**src/rtl/ptr_load_pkg.sv**
```systemverilog
package ptr_load_pkg;
  localparam int WORD_W = 16;
  localparam int OPC_W  = 6;
  localparam logic [OPC_W-1:0] LOAD_OPC = 6'b011110;

  typedef logic [WORD_W-1:0] word_t;

  typedef enum logic [1:0] {
    PM_KEEP = 2'b00,
    PM_INC  = 2'b01,
    PM_DEC  = 2'b10,
    PM_STEP = 2'b11
  } pmod_e;

  typedef enum logic [1:0] {
    ST_IDLE = 2'b00,
    ST_ADDR = 2'b01,
    ST_DATA = 2'b10
  } lstate_e;

  // post-access pointer update, modulo 2^16
  function automatic word_t post_mod(word_t p, pmod_e m, word_t step);
    case (m)
      PM_INC:  post_mod = p + word_t'(1);
      PM_DEC:  post_mod = p - word_t'(1);
      PM_STEP: post_mod = p + step;
      default: post_mod = p;
    endcase
  endfunction

  // stack pop predecrement
  function automatic word_t pre_dec(word_t p);
    pre_dec = p - word_t'(1);
  endfunction
endpackage

```
**src/rtl/ptr_bank.sv**
```systemverilog
module ptr_bank
  import ptr_load_pkg::*;
#(
  parameter int NPTR = 4,
  localparam int SELW = $clog2(NPTR),
  localparam int CSW  = SELW + 1
) (
  input  logic                   clk,
  input  logic                   rst_n,
  input  logic                   cfg_we,
  input  logic [CSW-1:0]         cfg_sel,
  input  word_t                  cfg_data,
  input  logic                   cfg_block,
  input  logic [SELW-1:0]        rd_sel,
  output word_t                  rd_ptr,
  output word_t                  step,
  input  logic                   commit,
  input  logic [SELW-1:0]        commit_sel,
  input  word_t                  commit_val,
  output logic [NPTR*WORD_W-1:0] ptr_flat
);
  word_t ptr_q [NPTR];
  word_t step_q;
  logic  cfg_ok;

  assign cfg_ok = cfg_we && !cfg_block;

  for (genvar i = 0; i < NPTR; i++) begin : g_ptr
    always_ff @(posedge clk or negedge rst_n) begin
      if (!rst_n)
        ptr_q[i] <= '0;
      else if (commit && commit_sel == SELW'(i))
        ptr_q[i] <= commit_val;
      else if (cfg_ok && cfg_sel == CSW'(i))
        ptr_q[i] <= cfg_data;
    end
    assign ptr_flat[i*WORD_W +: WORD_W] = ptr_q[i];

    // a pointer only moves by a commit or an accepted configuration write
    assert_ptr_moves_by_commit_R5: assert property (@(posedge clk) disable iff (!rst_n)
      (ptr_q[i] != $past(ptr_q[i])) && !$past(cfg_ok) |-> $past(commit && commit_sel == SELW'(i)));
  end

  always_ff @(posedge clk or negedge rst_n) begin
    if (!rst_n)
      step_q <= '0;
    else if (cfg_ok && cfg_sel == CSW'(NPTR))
      step_q <= cfg_data;
  end

  assign rd_ptr = ptr_q[rd_sel];
  assign step   = step_q;

  // configuration is locked while a load is running
  assert_cfg_locked_R11: assert property (@(posedge clk) disable iff (!rst_n)
    $past(cfg_block) && !$past(commit) |-> $stable(step_q));
endmodule

```
**src/rtl/ptr_load_ctrl.sv**
```systemverilog
module ptr_load_ctrl
  import ptr_load_pkg::*;
#(
  parameter int NPTR = 4,
  parameter int DST_W = 6,
  localparam int SELW = $clog2(NPTR)
) (
  input  logic             clk,
  input  logic             rst_n,
  input  logic             start_go,
  input  logic             start_bad,
  input  logic             pop_in,
  input  logic [SELW-1:0]  sel_in,
  input  pmod_e            mode_in,
  input  logic [DST_W-1:0] dst_in,
  input  word_t            rd_ptr,
  input  word_t            step,
  output logic [SELW-1:0]  sel,
  output word_t            mem_addr,
  output logic             mem_rd,
  output logic             dst_we,
  output logic [DST_W-1:0] dst_idx,
  output logic             done,
  output logic             busy,
  output logic             illegal,
  output logic             irq_hold,
  output logic             commit,
  output word_t            commit_val
);
  lstate_e          st_q;
  logic [SELW-1:0]  sel_q;
  pmod_e            mode_q;
  logic [DST_W-1:0] dst_q;
  logic             pop_q;
  logic             illegal_q;
  word_t            newp_q;
  logic             in_addr, in_data;
  word_t            acc_addr;

  assign in_addr  = (st_q == ST_ADDR);
  assign in_data  = (st_q == ST_DATA);
  assign acc_addr = pop_q ? pre_dec(rd_ptr) : rd_ptr;

  always_ff @(posedge clk or negedge rst_n) begin
    if (!rst_n) begin
      st_q      <= ST_IDLE;
      sel_q     <= '0;
      mode_q    <= PM_KEEP;
      dst_q     <= '0;
      pop_q     <= 1'b0;
      illegal_q <= 1'b0;
      newp_q    <= '0;
    end else begin
      illegal_q <= start_bad && (st_q == ST_IDLE);
      case (st_q)
        ST_IDLE: if (start_go) begin
          sel_q  <= sel_in;
          mode_q <= mode_in;
          dst_q  <= dst_in;
          pop_q  <= pop_in;
          st_q   <= ST_ADDR;
        end
        ST_ADDR: begin
          newp_q <= pop_q ? pre_dec(rd_ptr) : post_mod(rd_ptr, mode_q, step);
          st_q   <= ST_DATA;
        end
        default: st_q <= ST_IDLE;
      endcase
    end
  end

  assign sel        = sel_q;
  assign mem_rd     = in_addr;
  assign mem_addr   = in_addr ? acc_addr : '0;
  assign dst_we     = in_data;
  assign dst_idx    = dst_q;
  assign done       = in_data;
  assign commit     = in_data;
  assign commit_val = newp_q;
  assign busy       = (st_q != ST_IDLE);
  assign irq_hold   = pop_q && (st_q != ST_IDLE);
  assign illegal    = illegal_q;

  assert_write_follows_read_R5: assert property (@(posedge clk) disable iff (!rst_n)
    mem_rd |=> dst_we && done);
  assert_single_read_R3: assert property (@(posedge clk) disable iff (!rst_n)
    mem_rd |=> !mem_rd);
  assert_pop_hold_spans_R7: assert property (@(posedge clk) disable iff (!rst_n)
    mem_rd && irq_hold |=> irq_hold && dst_we);
  assert_illegal_quiet_R9: assert property (@(posedge clk) disable iff (!rst_n)
    illegal |-> !mem_rd && !dst_we && !busy);
  assert_busy_no_restart_R10: assert property (@(posedge clk) disable iff (!rst_n)
    done |=> !mem_rd);
endmodule

```
**src/rtl/ptr_load_unit.sv**
```systemverilog
module ptr_load_unit
  import ptr_load_pkg::*;
#(
  parameter int NPTR    = 4,
  parameter int DST_W   = 6,
  parameter logic [5:0] PSW_CODE = 6'd42,
  parameter int GUARD_W = 4,
  parameter int A0_LSB  = 8,
  parameter int A1_LSB  = 12,
  localparam int SELW = $clog2(NPTR),
  localparam int CSW  = SELW + 1
) (
  input  logic                   clk,
  input  logic                   rst_n,
  input  logic                   start,
  input  logic [15:0]            instr,
  input  logic                   pop_form,
  input  logic                   cfg_we,
  input  logic [CSW-1:0]         cfg_sel,
  input  logic [15:0]            cfg_data,
  output logic [15:0]            mem_addr,
  output logic                   mem_rd,
  input  logic [15:0]            mem_rdata,
  output logic                   dst_we,
  output logic [DST_W-1:0]       dst_idx,
  output logic [15:0]            dst_data,
  output logic                   guard_we,
  output logic [GUARD_W-1:0]     guard_a0,
  output logic [GUARD_W-1:0]     guard_a1,
  output logic                   busy,
  output logic                   done,
  output logic                   illegal,
  output logic                   irq_hold,
  output logic [NPTR*WORD_W-1:0] ptr_flat
);
  logic            opc_ok, start_go, start_bad;
  logic [SELW-1:0] sel;
  word_t           rd_ptr, step, commit_val;
  logic            commit;

  assign opc_ok    = (instr[15:10] == LOAD_OPC);
  assign start_go  = start && opc_ok && !busy;
  assign start_bad = start && !opc_ok && !busy;

  ptr_bank #(.NPTR(NPTR)) u_bank (
    .clk(clk), .rst_n(rst_n),
    .cfg_we(cfg_we), .cfg_sel(cfg_sel), .cfg_data(cfg_data), .cfg_block(busy),
    .rd_sel(sel), .rd_ptr(rd_ptr), .step(step),
    .commit(commit), .commit_sel(sel), .commit_val(commit_val),
    .ptr_flat(ptr_flat)
  );

  ptr_load_ctrl #(.NPTR(NPTR), .DST_W(DST_W)) u_ctrl (
    .clk(clk), .rst_n(rst_n),
    .start_go(start_go), .start_bad(start_bad), .pop_in(pop_form),
    .sel_in(instr[3 -: SELW]), .mode_in(pmod_e'(instr[1:0])), .dst_in(instr[9:4]),
    .rd_ptr(rd_ptr), .step(step), .sel(sel),
    .mem_addr(mem_addr), .mem_rd(mem_rd), .dst_we(dst_we), .dst_idx(dst_idx),
    .done(done), .busy(busy), .illegal(illegal), .irq_hold(irq_hold),
    .commit(commit), .commit_val(commit_val)
  );

  assign dst_data = mem_rdata;
  assign guard_we = dst_we && (dst_idx == PSW_CODE);
  assign guard_a0 = dst_data[A0_LSB +: GUARD_W];
  assign guard_a1 = dst_data[A1_LSB +: GUARD_W];

  assert_guard_with_write_R8: assert property (@(posedge clk) disable iff (!rst_n)
    guard_we |-> dst_we && done);
  assert_illegal_after_bad_R9: assert property (@(posedge clk) disable iff (!rst_n)
    illegal |-> $past(start && !opc_ok));
endmodule

```
**config.mk**
```make
export PLATFORM = sky130hd
export DESIGN_NAME = ptr_load_unit
export DESIGN_NICKNAME = d
export VERILOG_FILES = /design/src/rtl/ptr_load_pkg.sv /design/src/rtl/ptr_bank.sv /design/src/rtl/ptr_load_ctrl.sv /design/src/rtl/ptr_load_unit.sv
export SDC_FILE = /design/constraint.sdc
export NUM_CORES = 1
export LEC_CHECK = 0
export ABC_CLOCK_PERIOD_IN_PS = 8970
export BUFFER_PORTS_ARGS = -buffer_cell sky130_fd_sc_hd__buf_2
export CAP_MARGIN = 20
export CORE_MARGIN = 10
export CORE_UTILIZATION = 50
export DETAILED_ROUTE_END_ITERATION = 6
export PLACE_DENSITY = 0.73
export SYNTH_ARGS = -nofsm -noshare
export SYNTH_HDL_FRONTEND = slang
export SYNTH_SLANG_ARGS = --single-unit
export TNS_END_PERCENT = 10
```
**constraint.sdc**
```tcl
create_clock -name clk -period 8.97 [get_ports clk]
set_input_delay 0.897 -clock clk [delete_from_list [all_inputs] [get_ports clk]]
set_output_delay 0.897 -clock clk [all_outputs]
set_load 0.05 [all_outputs]
```
==> results by group, run 1 <==
Critical path
  – Setup Crit Path Kind: flop to output pin
  – R2R depth: 7
  – Crit path top cell by count: nand2_1
  – CP startpoint kind: flop
  – Worst r2r src: u_ctrl.sel[1]
  – Cell family with the largest share of critical-path delay: simple AND/OR/NAND/NOR gates
  – Reg2reg end: u_ctrl.commit_val[7]
  – CP Max Fanout: 21
  – Setup crit end kind: output pin
  – Slowest-stage cell, CP: dfrtp_1
  – Worst endpoint required time: 8.07 ns
  – Critical path, cell by cell: mux4_1, inv_1, ha_1, nor3b_2, nand2_1, nor3_1, nand2_1, or3_1, a21oi_1, buf_2
  – Critical Path AT: 4.11 ns
  – Reg-to-reg setup timing slack: 5.45 ns
  – CP bufs+invs: 2
  – Max stage delay on crit path: 0.93 ns

Clocking
  – Clk Latency, worst-skew pair: 0.37 ns
  – PostCTS Resize Cnt: 0
  – CTS tree: yes
  – Root buf cell: clkbuf_16
  – Buffers inserted by post-CTS timing repair: 0
  – H-tree Lvls: 3
  – Total CTS buffers: 9
  – Reg clk slew, reported paths: 0.07 ns
  – Clk sinks: 110
  – CTS max path bufs: 2
  – # hold bufs at CTS: 0

Synth
  – Cells after Synth: 745
  – Post-Synth Adder-Cell Area: 3.13%
  – Syn_area_per_cell: 9.45 µm²
  – Top FF cell, synth: dfrtp_1
  – Seq/Total Area, Yosys: 39.1%
  – Number of enable flip-flop cells after synthesis: 0
  – Synth Area in Compound Gates: 14.2%
  – Library cells used by synthesis: 64
  – Async S/R FF share, synth: 100%
  – XOR/XNOR share of the synthesized area: 3.36%
  – FF+latch count, synth: 110
  – Number of synthesis warnings: 0
  – Simple-Gate Fraction of Synth Area: 15.3%
  – Post-synthesis mux area share: 18.9%
  – Mapped Nets: 818
  – Post-synthesis cell area: 7040 µm²
  – Largest family of logic cells by synthesized area: multiplexers

Placed design
  – GP Congestion: 0.916
  – IO Port Bufs: 132
  – Inst Count DP: 1001
  – HPWL after DPL: 15700 µm

Global route
  – Antenna violations before repair: 1
  – Vias in the first global route: 5756
  – GR Overflow Total: 0
  – First-pass GRT wire length: 33300 µm
  – Largest net degree at the start of global routing: 64
  – Overall routing resource usage: 21.4%

STA
  – RSZ-0062 raised after global routing: false
  – Final hold viol count: 0
  – Clock Skew: 0.0132 ns
  – Fmax: 200 MHz
  – Setup TNS: 0 ns
  – Tmin final: 5.00 ns
  – Slew Viols, Final: 0
  – Final period utilization: 55.8%
  – Worst slew pin tran: 0.887 ns
  – # setup viols final: 0
  – Rel. slew slack: 40.9%

Finish
  – Layout area overhead: 14.5%
  – Fill count: 1209
  – Sequential cell area: 2750 µm²
  – Share of cells above drive strength 1: 25.6%
  – Layout Cells excl Fill: 1020
  – Final nets: 907
  – Multi-input logic area: 3890 µm²

Drt
  – Vias/cell: 5.85
  – Wire per inst: 20.6 µm
  – DRT iter0 DRCs: 509
  – Via Count: 5968
  – DRC violations left: 0
  – Pre-Repair DR Iteration Count: 5
  – DRT Wirelength: 21000 µm
  – DRT antenna net count: 0

Power
  – Leak: 0.00384 µW
  – PD cells: 237 nW/µm²
  – Maximum VDD drop: 173 µV

Min path
  – Hold depth: 2
  – Hold Startpoint: u_bank.ptr_flat[33]
  – HP Class: flop to flop
  – WHS Endpoint: u_bank.ptr_flat[33]

Floorplan
  – Area of the core: 13800 µm²
  – Ports: 173
  – Row count: 43
  – Die Wd: 139 µm
  – DIE HEIGHT: 139 µm
  – Die area: 19200 µm²
  – Starting Density: 50.9%

Run status
  – Status: finished, final reports clean

Job
  – Max cap viols: 0
## worst reg2reg max path, delay by kind of cell, from the launching register on
kind / cells / cell delay [ns]
mux: 2 / 0.77
flops: 1 / 0.93
simple gates: 3 / 1.35
compound gates: 2 / 0.37
## worst max path at each step
stage                             start  cells after the start  slack, ns            to
after floorplan           u_ctrl.sel[1]                     10       4.63  mem_addr[10]
after global placement    u_ctrl.sel[0]                     11       4.60  mem_addr[10]
after detailed placement  u_ctrl.sel[1]                     10       4.40  mem_addr[10]
after CTS                 u_ctrl.sel[1]                     10       3.97  mem_addr[10]
after global routing      u_ctrl.sel[1]                     10       3.70  mem_addr[10]
final                     u_ctrl.sel[1]                     10       3.97  mem_addr[10]
## cell usage after synthesis, types with 7 or more instances
library cell / n / area, µm²
xor2_1: 21 / 184
and3_1: 13 / 81.3
inv_1: 13 / 48.8
ha_1: 16 / 200
o21ai_0: 94 / 470
buf_4: 25 / 188
dfrtp_1: 110 / 2750
mux2i_1: 66 / 661
nor3_1: 7 / 35.0
mux2_2: 25 / 282
clkbuf_1: 39 / 146
nand2_1: 104 / 390
nand3_1: 14 / 70.1
a21oi_1: 30 / 150
mux4_2: 12 / 270
nor2_1: 46 / 173
## flip-flops by register name, summed over array words and instances, names as in the netlist
name	cells
u_ctrl.illegal	1
u_bank.step	16
u_ctrl.sel	2
u_ctrl.dst_idx	6
u_ctrl.pop_q	1
u_ctrl.commit_val	16
u_ctrl.st_q	2
u_bank.ptr_flat	64
u_ctrl.mode_q	2
## per-stage QoR
stage	instance area [µm²]	utilization, %	total power, µW	setup slack, ns	hold slack (ns)
floorplan	7040	-	1270	4.63	0.470
global placement	7690	55.6	1450	4.60	0.475
detailed placement	7700	55.7	1470	4.40	0.490
CTS	8030	58.0	1920	3.97	0.509
global route	8060	58.3	2010	3.70	0.533
finish	8060	58.3	1910	3.97	0.509
## layout by cell type, fill, tap and decap left out, drive strengths merged, types with 10 or more instances in the layout
| cell type | n |
|---|---|
| mux2i | 66 |
| a21oi | 30 |
| mux2 | 26 |
| o21ai | 94 |
| mux4 | 16 |
| nor2 | 46 |
| inv | 16 |
| nand3 | 14 |
| ha | 16 |
| nand2 | 104 |
| and3 | 13 |
| clkbuf | 10 |
| dfrtp | 110 |
| xor2 | 21 |
| buf | 147 |
## cells by family (layout without fill, tap and decap cells)
family / count (synthesis) / count (layout)
AOI/OAI and AO/OA: 172 / 172
xor gates and xnor gates: 27 / 27
adders and majority gates: 17 / 17
buffers and inverters: 85 / 179
DFF: 110 / 110
muxes: 108 / 108
other: 0 / 1
and+or+nand+nor: 226 / 226
## cell type report
| type | count | share of cell area, % |
|---|---|---|
| Multi-Input combinational cell | 550 | 48.3 |
| Sequential cell | 110 | 34.2 |
| Timing Repair Buffer | 148 | 9.94 |
| Clock buffer | 9 | 2.80 |
| Tap cell | 180 | 2.80 |
| Clock inverter | 7 | 1.27 |
| Inverter | 15 | 0.699 |
| Antenna cell | 1 | 0.0311 |
## power by group
part | switching [µW] | internal (µW) | leakage [µW]
Sequential | 101 | 589 | 0.00139
Combinational | 525 | 244 | 0.00228
Clock | 201 | 249 | 0.000162
## metal layers
layer  vias to the layer above  routed length [µm]  track usage [%]
li1                       2829                   -                -
met1                      2877                8840             26.5
met2                       223               10200             34.9
met3                        39                1420             6.27
met4                         0                 555             7.08
met5                         -                   0                0
No activity file was read; power rests on OpenSTA's default activity.
==> run 2: changes to the inputs <==
ABC_CLOCK_PERIOD_IN_PS = 5000   (was 8970)
clock period = 5 ns   (was 8.97 ns; I/O delays follow)
==> run 2 against run 1 <==
Net effect: clock skew about the same; register-to-register slack got worse by 4.2 ns; cell area decreased by 0.29%; worst setup slack worse by 3.6 ns; final cell count about the same; clock power increased by 62%; die area unchanged; routed wire length is 1.7% higher; critical endpoint unchanged; sequential cell count did not move; largest power group unchanged; highest routed layer unchanged.
==> results by group, run 2 (same netlist as run 1, synthesis figures left out) <==
STA
  – Final hold viol count: 0
  – Clock Skew: 0.0132 ns
  – Setup TNS: 0 ns
  – Fmax: 215 MHz
  – Final period utilization: 93.2%
  – Worst slew pin tran: 0.855 ns
  – # setup viols final: 0
  – RSZ-0062 raised after global routing: false
  – Rel. slew slack: 43.0%
  – WHS: 0.170 ns
  – Slew Viols, Final: 0
  – Tmin final: 4.66 ns

Clocking
  – Reg clk slew, reported paths: 0.08 ns
  – Clk sinks: 110
  – Root buf cell: clkbuf_16
  – # hold bufs at CTS: 0
  – H-tree Lvls: 3
  – CTS max path bufs: 2
  – PostCTS Resize Cnt: 0
  – CTS tree: yes
  – Buffers inserted by post-CTS timing repair: 0
  – Total CTS buffers: 9
  – Clk Latency, worst-skew pair: 0.37 ns

Power
  – Clock share of power: 21.8%
  – Combinational share of power: 40.7%
  – Sw frac: 45.0%
  – PD cells: 418 nW/µm²
  – Switch Pwr: 1510 µW
  – Maximum VDD drop: 266 µV
  – P_int: 1840 µW
  – Leak: 0.00382 µW
  – Flop pwr share: 37.5%

Critical path
  – CP startpoint kind: flop
  – Worst endpoint required time: 4.50 ns
  – CP Max Fanout: 11
  – Setup Crit Path Kind: flop to output pin
  – Setup crit end kind: output pin
  – Critical Path AT: 4.16 ns
  – R2R depth: 8

Finish
  – Largest register FFs: 64
  – Commonest non-fill, non-tap cell in the layout: buf_2
  – Final nets: 908
  – Layout area overhead: 14.1%
  – Layout Cells excl Fill: 1021
  – Fill count: 1212
  – Share of cells above drive strength 1: 25.7%
  – Most frequent cells in the layout: 131 x buf_2, 110 x dfrtp_1, 104 x nand2_1, 94 x o21ai_0, 66 x mux2i_1

Global route
  – Overall routing resource usage: 21.7%
  – Vias in the first global route: 6072
  – GR Overflow Total: 0
  – Largest net degree at the start of global routing: 60
  – Antenna violations before repair: 1
  – First-pass GRT wire length: 34200 µm

Drt
  – Wire per inst: 20.9 µm
  – DRT iter0 DRCs: 470
  – DRT antenna net count: 0
  – Vias/cell: 5.91
  – Via Count: 6039
  – DRC violations left: 0
  – Pre-Repair DR Iteration Count: 5
  – DRT Wirelength: 21400 µm

Placed design
  – HPWL after DPL: 16000 µm
  – IO Port Bufs: 132
  – Inst Count DP: 1000
  – GP Congestion: 0.909

Floorplan
  – Area of the core: 13800 µm²
  – Ports: 173
  – Die Wd: 139 µm
  – DIE HEIGHT: 139 µm
  – Row count: 43
  – Starting Density: 50.9%
  – Die area: 19200 µm²

Job
  – Max cap viols: 0

Run status
  – Status: finished, final reports clean

Min path
  – HP Class: input pin to asynchronous set/reset pin
==> run 2: per-stage QoR <==
| step | util, % | instance area [µm²] | setup slack [ns] | total power (µW) |
|---|---|---|---|---|
| final | 58.1 | 8030 | 0.340 | 3360 |
| after global routing | 58.1 | 8030 | 0.0865 | 3530 |
| after CTS | 57.7 | 7980 | 0.403 | 3360 |
| after detailed placement | 55.6 | 7690 | 0.831 | 2630 |
| after global placement | 55.6 | 7690 | 0.898 | 2610 |
| after floorplan | - | 7040 | 1.05 | 2290 |
==> run 2: critical path, cell delays in order (launching register included) <==
cell and delay [ns]:
dfrtp_1 0.76, mux4_1 0.75, inv_1 0.13, ha_1 0.21, nor3b_2 0.36, nand2_1 0.14, nor3_1 0.38, nand2_1 0.21
or3_1 0.37, a21oi_1 0.18, buf_2 0.29
==> run 2: worst paths after layout <==
path,startpoint,endpoint,slack [ns]
worst min-delay path,rst_n,u_ctrl.commit_val[14],0.17
min in group clk,instr[1],u_ctrl.mode_q[1],0.33
max in group asynchronous,rst_n,u_bank.ptr_flat[41],3.69
worst max-delay path,u_ctrl.sel[0],mem_addr[10],0.34
worst min register to register,u_bank.step[0],u_bank.step[0],0.50
worst max register to register,u_ctrl.sel[0],u_ctrl.commit_val[7],1.21
==> run 2: layout make-up <==
cell class | instances | area (µm²) | area share (%)
Multi-Input combinational cell | 550 | 3890 | 48.5
Sequential cell | 110 | 2750 | 34.3
Timing Repair Buffer | 149 | 813 | 10.1
Clock buffer | 9 | 225 | 2.80
Tap cell | 180 | 225 | 2.80
Clock inverter | 7 | 66.3 | 0.825
Inverter | 15 | 56.3 | 0.701
Antenna cell | 1 | 2.50 | 0.0311
==> run 2: power by group through the flow <==
stage	Combinational (µW)	Sequential (µW)	Clock [µW]
floorplan	727	1560	0
global placement	1340	1270	0
detailed placement	1360	1270	0
CTS	1360	1260	738
global route	1480	1280	772
finish	1370	1260	730
==> run 2: routing by layer <==
metal | track usage (%) | vias to the layer above | wire length, µm
met3 | 5.27 | 43 | 1440
met4 | 9.67 | 0 | 699
met2 | 35.9 | 268 | 10300
met1 | 26.4 | 2907 | 8950
li1 | - | 2821 | -
met5 | 0 | - | 0
==> run 3: changes to the inputs <==
REMOVE_ABC_BUFFERS = 1   (was not set)
==> run 3 against run 2 <==
Net effect: the flow now finishes with violations (DRC); hold slack gained 0.11 ns; clock skew shrank 0.0072 ns; critical path depth is the same; via count shrank 1.5%; non-clock buffer count is the same; routed wire length shrank 4.8%; first-iteration DRC count shrank 2.1%; cell area is the same; count of clock-buffer cells in the layout grew 3; sequential share of layout area is the same; critical path type unchanged; highest routed layer unchanged.
==> results by group, run 3 (same netlist as run 1, synthesis figures left out) <==
Critical path
  – CP bufs+invs: 2
  – Critical Path AT: 4.04 ns
  – Worst r2r src: u_ctrl.sel[1]
  – Slowest-stage cell, CP: dfrtp_1
  – CP startpoint kind: flop
  – CP Max Fanout: 16
  – Reg-to-reg setup timing slack: 1.44 ns
  – Crit path top cell by count: nand2_1
  – Setup Crit Path Kind: flop to output pin
  – Cell family with the largest share of critical-path delay: simple AND/OR/NAND/NOR gates
  – Reg2reg end: u_ctrl.commit_val[14]
  – Worst endpoint required time: 4.50 ns
  – R2R depth: 11
  – Setup crit end kind: output pin
  – Max stage delay on crit path: 0.90 ns
  – Critical path, cell by cell: mux4_1, inv_1, ha_1, nor3b_2, nand2_1, nor3_1, nand2_1, or3_1, a21oi_1, buf_2

Clocking
  – CTS tree: yes
  – Root buf cell: clkbuf_16
  – # hold bufs at CTS: 0
  – Clk Latency, worst-skew pair: 0.36 ns
  – PostCTS Resize Cnt: 0
  – Clk sinks: 110
  – CTS max path bufs: 2
  – Total CTS buffers: 9
  – Buffers inserted by post-CTS timing repair: 0
  – Reg clk slew, reported paths: 0.07 ns
  – H-tree Lvls: 3

Global route
  – GR Overflow Total: 0
  – Overall routing resource usage: 20.3%
  – Vias in the first global route: 5913
  – Largest net degree at the start of global routing: 74
  – Antenna violations before repair: 0
  – First-pass GRT wire length: 32300 µm

Drt
  – Via Count: 5949
  – DRT Wirelength: 20400 µm
  – DRT iter0 DRCs: 460
  – Wire per inst: 20.0 µm
  – DRT antenna net count: 0
  – Pre-Repair DR Iteration Count: 7
  – DRC violations left: 1
  – Vias/cell: 5.84

STA
  – Final hold viol count: 0
  – # setup viols final: 0
  – Clock Skew: 0.00598 ns
  – Slew Viols, Final: 0
  – Min setup slack post-route: 0.460 ns
  – Setup TNS: 0 ns
  – Worst slew pin tran: 0.958 ns
  – Fmax: 220 MHz
  – Final period utilization: 90.8%
  – RSZ-0062 raised after global routing: false
  – Rel. slew slack: 36.2%
  – Tmin final: 4.54 ns

Floorplan
  – DIE HEIGHT: 139 µm
  – Die Wd: 139 µm
  – Area of the core: 13800 µm²
  – Ports: 173
  – Row count: 43
  – Die area: 19200 µm²
  – Starting Density: 50.9%

Placed design
  – HPWL after DPL: 14700 µm
  – IO Port Bufs: 132
  – Post-DP Area: 7700 µm²
  – GP Congestion: 0.967
  – Worst slack, placed: 0.932 ns

Finish
  – Final nets: 908
  – Largest register FFs: 64
  – Post-route cell area: 8030 µm²
  – Ant diodes: 0
  – Most frequent cells in the layout: 131 x buf_2, 110 x dfrtp_1, 104 x nand2_1, 94 x o21ai_0, 66 x mux2i_1
  – Share of cells above drive strength 1: 25.6%
  – Commonest non-fill, non-tap cell in the layout: buf_2
  – Layout area overhead: 14.1%

Run status
  – Violated checks: DRC
  – Status: finished with violations

Min path
  – HP Class: input pin to asynchronous set/reset pin

Power
  – Leak: 0.00383 µW
  – PD cells: 417 nW/µm²
  – Maximum VDD drop: 187 µV

Job
  – Max cap viols: 0
==> run 3: cell type report <==
class	count	area (µm²)
Timing Repair Buffer	149	798
Inverter	15	56.3
Clock inverter	3	42.5
Sequential cell	110	2750
Clock buffer	12	267
Tap cell	180	225
Multi-Input combinational cell	550	3890
Fill cell	1252	5790
==> run 3: worst max-delay path by stage <==
| stage | start | endpoint | cells past startpoint |
|---|---|---|---|
| global placement | u_ctrl.sel[0] | mem_addr[15] | 9 |
| global route | u_ctrl.sel[1] | mem_addr[14] | 10 |
| finish | u_ctrl.sel[1] | mem_addr[10] | 10 |
| floorplan | u_ctrl.st_q[0] | u_bank.ptr_flat[0] | 5 |
| detailed placement | u_ctrl.sel[1] | mem_addr[10] | 10 |
| CTS | u_ctrl.sel[1] | mem_addr[10] | 10 |
==> run 3: power breakdown <==
part | switching, µW | internal, µW | total (µW)
combinational | 926 | 439 | 1370
clock | 334 | 426 | 760
sequential | 171 | 1060 | 1230
==> run 3: stage by stage <==
stage	power [µW]	util (%)	instances	hold slack, ns
final	3350	58.1	1019	0.276
after global routing	3530	58.1	1019	0.359
after CTS	3360	57.9	1017	0.330
after detailed placement	2600	55.7	1002	0.490
after global placement	2590	55.7	1002	0.474
after floorplan	2220	-	675	0.204
==> run 3: worst register-to-register path, cell delays in order (launching register included) <==
cell and delay, ns:
dfrtp_1 0.90, mux4_2 0.48, ha_1 0.22, inv_1 0.07
fa_1 0.44, nor2b_1 0.20, o31a_1 0.26, o2111ai_1 0.18
a21oi_1 0.26, o211ai_1 0.16, nand4b_1 0.12, nor3b_1 0.19
==> run 3: per-layer routing <==
| metal | global-route usage, % | part of all wire, % |
|---|---|---|
| met3 | 5.55 | 7.0 |
| met4 | 5.05 | 1.2 |
| met5 | 0 | 0 |
| met2 | 31.7 | 45 |
| met1 | 27.2 | 47 |
